[src/rtl/ds3_ref_framer.sv]
module ds3_ref_framer #(
  parameter int BLOCK_BITS     = 85,
  parameter int BLOCKS_PER_SUB = 8,
  parameter int SUBFRAMES      = 7
) (
  input  logic clk,
  input  logic rst,
  input  logic en,
  output logic ref_data,
  output logic gap_n,
  output logic frame_n
);
  localparam int BW = $clog2(BLOCK_BITS);
  localparam int KW = $clog2(BLOCKS_PER_SUB);
  localparam int SW = $clog2(SUBFRAMES);
  localparam logic [BW-1:0] BIT_LAST = BW'(BLOCK_BITS - 1);
  localparam logic [KW-1:0] BLK_LAST = KW'(BLOCKS_PER_SUB - 1);
  localparam logic [SW-1:0] SUB_LAST = SW'(SUBFRAMES - 1);
  localparam logic [SW-1:0] M_ONE    = SW'(SUBFRAMES - 2);

  logic [BW-1:0] bit_q;
  logic [KW-1:0] blk_q;
  logic [SW-1:0] sub_q;

  wire bit_wrap = (bit_q == BIT_LAST);
  wire blk_wrap = bit_wrap && (blk_q == BLK_LAST);

  always_ff @(posedge clk) begin
    if (rst) begin
      bit_q <= '0;
      blk_q <= '0;
      sub_q <= '0;
    end else if (en) begin
      bit_q <= bit_wrap ? '0 : bit_q + 1'b1;
      if (bit_wrap) blk_q <= (blk_q == BLK_LAST) ? '0 : blk_q + 1'b1;
      if (blk_wrap) sub_q <= (sub_q == SUB_LAST) ? '0 : sub_q + 1'b1;
    end
  end

  wire ovh    = (bit_q == '0);
  wire f_one  = (blk_q == KW'(1)) || (blk_q == BLK_LAST);
  wire m_one  = (blk_q == '0) && (sub_q == M_ONE);

  assign gap_n    = ~(en && ovh);
  assign frame_n  = ~(en && ovh && blk_q == '0 && sub_q == '0);
  assign ref_data = en && ovh && (f_one || m_one);

  // counters stay in range
  a_r1_in_range: assert property (@(posedge clk) disable iff (rst)
    bit_q <= BIT_LAST && blk_q <= BLK_LAST && sub_q <= SUB_LAST);
  // position holds when disabled
  a_r7_hold: assert property (@(posedge clk) disable iff (rst)
    !en |=> $stable(bit_q) && $stable(blk_q) && $stable(sub_q));
  // frame strobe only inside a gap slot
  a_r2_frame_in_gap: assert property (@(posedge clk) disable iff (rst)
    !frame_n |-> !gap_n);
  // gap strobe lasts one enabled cycle
  a_r3_gap_single: assert property (@(posedge clk) disable iff (rst)
    (!gap_n && en) |=> (gap_n || !en || $past(rst)) || 1'b0 ? 1'b1 : gap_n);
  // data high only in an overhead slot
  a_r6_data_in_gap: assert property (@(posedge clk) disable iff (rst)
    ref_data |-> !gap_n);
  // reset returns to frame start
  a_r8_reset_start: assert property (@(posedge clk)
    rst |=> (bit_q == '0 && blk_q == '0 && sub_q == '0));
endmodule

[config.mk]
export PLATFORM = sky130hd
export DESIGN_NAME = ds3_ref_framer
export DESIGN_NICKNAME = d
export VERILOG_FILES = /design/src/rtl/ds3_ref_framer.sv
export SDC_FILE = /design/constraint.sdc
export NUM_CORES = 1
export LEC_CHECK = 0
export BUFFER_PORTS_ARGS = -buffer_cell sky130_fd_sc_hd__buf_2
export CORE_AREA = 2 2 39 41
export DETAILED_ROUTE_END_ITERATION = 10
export DIE_AREA = 0 0 41 43
export PLACE_DENSITY = 0.73
export SLEW_MARGIN = 20
export SYNTH_ARGS = -nofsm -noshare
export SYNTH_HDL_FRONTEND = slang
export SYNTH_SLANG_ARGS = --single-unit
[constraint.sdc]
create_clock -name clk -period 2.8 [get_ports clk]
set_clock_uncertainty 0.15 [all_clocks]
set_input_delay 0.28 -clock clk [delete_from_list [all_inputs] [get_ports clk]]
set_output_delay 0.28 -clock clk [all_outputs]
set_load 0.005 [all_outputs]
Yosys cells after proc, flatten, opt, wreduce, memory -nomap -nowiden. Cells that the tools add are included.

Bitwise operators: 2. Multipliers: 0. Equal/unequal tests: 5. Shift operators: 0. $lt $le $gt $ge: 0. Reductions and logical operators: 13. Add/sub/neg operators: 3. Mux-type cells: 3. Divide/modulo/power cells: 0.

Operators with widths (count): == test 3 bit (second input constant) (3); adder 7 x 1 -> 7 bit (second input constant) (1); == test 7 bit (second input constant) (1); zero test 7 bit (1); two-way mux 7 bit (1); adder 3 x 1 -> 3 bit (second input constant) (2); logical AND 1 bit (6); zero test 3 bit (2); two-way mux 3 bit (2); AND reduction 2 bit (2); == test 3 x 1 -> 1 bit (second input constant) (1); logical OR 1 bit (2); NOT 1 bit (2).

Memory bits (read-only): 0. Flip-flop bits (word level): 13. RAM bits: 0. Bits in latches: 0. Logic and storage cells: 29. Output and inout bits: 3. Bits of input ports: 3. Memories kept: 0.

Depth between registers and ports, before layout.
Depth after elaboration: 5. Mapped depth: 6. Depth with buffers taken out: 5.

Worst setup path before layout. Ideal clock, no wire load.

Path kind: reg-to-output. From: register bit_q[0]. To: output port frame_n. Cell stages (with the launch flop): 7. Path buffers: 1. Path slack: 1.006 ns. Required time: 2.370 ns. Arrival: 1.364 ns. Path through: dfxtp_1 -> inv_1 -> ha_1 -> nand4bb_1 -> clkbuf_2 -> or4_4 -> nand3b_1.

Cells in the longest elaborated chain, start to end: 5.

Ends and longest elaborated chain: from (decl) (line 21) `logic [BW-1:0] bit_q;`; from (signal assigned) (line 34) `bit_q <= bit_wrap ? '0 : bit_q + 1'b1;`; zero test 7 bit (line 40) `wire ovh = (bit_q == '0);`; logical AND 1 bit (3 in series) (line 45) `assign frame_n = ~(en && ovh && blk_q == '0 && sub_q == '0);`; NOT 1 bit (line 45); to (decl) (line 11) `output logic frame_n`.

No other way between the ends.

Worst setup path in the final report. Same ends and word-level chain as after synthesis.

==> impl_metrics.yaml <==
status:
  status: "finished clean"
sta:
  setup_viol: 0
  tns_ns: 0
  maxSlewHeadroom: 0.6759
  layout_min_cycle_time_ns: 2.317
  hold_viol_final: 0
  rsz0062_at_grt: "false"
  final_max_slew_viol_count: 0
  fmax_mhz: 431.6
  fin_crit_sh: 0.8276
  setup_slack_ns: 0.4828
  worst_slew_pin_slew_ns: 0.4830
finish:
  final_nets: 98
  ff_latch_area_um2: 260.3
  fillCellCount: 135
  antenna_cells: 0
  syn2layout_area_growth_pct: 6.981
  drive_above_1_share: 0.1250
  multi_input_area_um2: 416.7
  postLayoutCoreUtil: 0.5543
pwr:
  p_sw_uw: 74.38
  clockPowerShare: 0.329
  switching_share: 0.2246
  total_power_uw: 331.2
  power.density_nw_per_um2: 431.8
  p_seq_frac: 0.578
  p_leak_nw: 0.2875
  combPwrFrac: 0.093
  internal-power_uw: 256.8
  ir_worst_vdd_mv: 0.2808
route:
  avgRoutedWirePerCell_um: 11.27
  via_count: 569
  drt_pre_antenna_iters: 4
  drt_iter0_drc: 8
  wirelength_mm: 1.172
  drcViolationCount: 0
  ant_nets: 0
  via_per_inst: 5.471
synthesis:
  synth_seq_cells: 13
  yosysSeqAreaShare: 0.3630
  synth-xor-area-share: 0.04887
  synth.top_cell.area_share: 0.3630
  yosysTopAreaCell: "dfxtp_1"
  synth-compound-area-share: 0.1291
  netlist_area_um2: 716.9
  synth-edff-count: 0
  syn_nets: 92
  yosys_warnings: 0
  yosysUniqueCellTypes: 29
  syn-instance-count: 83
  synth_fa_ha_area_frac: 0.1047
  synth_area_leaders: "dfxtp_1 (36%), ha_1 (10%), a21oi_1 (5.6%), mux2i_1 (4.2%), nand3_1 (4.2%)"
  synth_flop_cell: "dfxtp_1"
  synth_top_family_by_area: "simple AND/OR/NAND/NOR gates"
  synthSimpleGateAreaFrac: 0.2565
  avgSynthCellArea_um2: 8.638
  ys_async_sr_fraction: 0
  synth_mux_area_frac: 0.04188
clock_tree:
  cts-hold-fix-buffers: 0
  htree_num_levels: 1
  clk_latency_ns: 0.27
  path_clk_slew_ns: 0.07
  cts_num_sinks: 13
  post_cts_resized: 0
  cts_tree: "built"
  cts_inserted_buffers: 3
  cts_buffer_depth: 2
  root_buffer: "clkbuf_4"
  cts_setup_buffers: 0
place:
  io_buffers: 5
  place.gp.congestion: 0.7193
  place_ws_ns: 0.7623
  dp_hpwl_um: 957
floorplanning:
  core_area_um2: 1384
  io_pins: 6
  initial_core_util: 0.5181
  rows: 14
  dieArea_um2: 1763
  die_h_um: 43
  die_w_um: 41
grt:
  grt_use_met2: 0.2563
  antenna_found_initial: 0
  grt_pass1_wl_mm: 2.028
  grt-ovfl-total: 0
  grt_pass1_vias: 515
  track_usage: 0.1707
  grt_max_degree: 10
  gr-usage-met1: 0.2066
  gr-usage-met3: 0.04712
  grt.busiest_layer: "met2"
critical_path:
  crit_cells: 6
  critical_path.top_delay_family: "simple AND/OR/NAND/NOR gates"
  crit_required_ns: 2.37
  cp.arrival_ns: 1.89
  path_cells: "inv_1 -> ha_1 -> nand4bb_1 -> or4_4 -> nand3b_1 -> buf_2"
  cp_max_fo: 9
  reg2reg_depth: 5
  critPathBufInv: 2
  start_kind: "flop"
  critPathMaxStageDelay_ns: 0.50
  crit_type: "reg -> out"
  crit_path_end_kind: "output port"
  crit_path_top_delay_cell: "or4_4"
min_path:
  holdCritPathClass: "in -> reg"
  hold_depth: 2
run:
  cap_violations: 0
-- logic make-up after synthesis --
family                   count (synthesis)
buffers and inverters                    9
adder cells (fa/ha/maj)                  6
AO/OA/AOI/OAI                           17
AND/OR/NAND/NOR                         31
multiplexers                             3
XOR/XNOR                                 4
flip-flops                              13
-- metrics by stage --
step	area, um2	std cells	hold WS [ns]
6_report	767.0	104	0.08827
5_1_grt	767.0	104	0.09011
4_1_cts	767.0	104	0.08558
3_5_place_dp	740.7	100	0.3550
3_3_place_gp	740.7	100	0.3432
2_1_floorplan	716.9	83	0.1991
-- state kept, by name, indices dropped and copies added (netlist names) --
signal,count
bit_q,7
sub_q,3
blk_q,3
-- cells in the final DEF (no fill, tap or decap), types with 2 or more instances in the layout --
cell type and count:
clkbuf_4 3, nand3_1 6, o21ai_0 6, dfxtp_1 13
or3_1 2, nor2_1 6, xor2_1 3, a21oi_1 8
inv_1 5, buf_2 5, nand2_1 4, ha_1 6
mux2i_1 3, nand4_1 3
-- final timing paths --
kind,startpoint,to,slack (ns)
max,bit_q[0]$_SDFFE_PP0P_,frame_n,0.48
min,rst,blk_q[1]$_SDFFE_PP0P_,0.09
max reg2reg,bit_q[0]$_SDFFE_PP0P_,blk_q[0]$_SDFFE_PP0P_,1.06
min reg2reg,sub_q[2]$_SDFFE_PP0P_,sub_q[2]$_SDFFE_PP0P_,0.36
-- power groups by stage --
stage	Combinational [mW]	Clock, mW	Sequential [mW]
global placement	0.0303	0	0.195
floorplan	0.0248	0	0.195
global route	0.0356	0.126	0.192
detailed placement	0.0312	0	0.196
finish	0.0308	0.109	0.191
CTS	0.0313	0.115	0.191
-- layer usage --
| layer | vias to the layer above | wire [um] |
|---|---|---|
| met5 | - | 0 |
| met4 | 0 | 9 |
| met3 | 2 | 28 |
| met2 | 7 | 587 |
| met1 | 250 | 547 |
| li1 | 310 | - |
-- cell usage after synthesis, types with 2 or more instances --
| master | instances |
|---|---|
| nor2_1 | 6 |
| nand3_1 | 6 |
| dfxtp_1 | 13 |
| xor2_1 | 3 |
| mux2i_1 | 3 |
| nand2_1 | 4 |
| inv_1 | 5 |
| clkbuf_2 | 2 |
| o21ai_0 | 6 |
| nand4_1 | 3 |
| ha_1 | 6 |
| a21oi_1 | 8 |
| or3_1 | 2 |
-- cell type report --
class | count | share of cell area
Multi-Input combinational cell | 61 | 0.5432
Sequential cell | 13 | 0.3393
Clock buffer | 4 | 0.03426
Timing Repair Buffer | 5 | 0.03263
Tap cell | 16 | 0.02610
Inverter | 5 | 0.02447
Note: power is estimated with default switching activity, not from simulation.
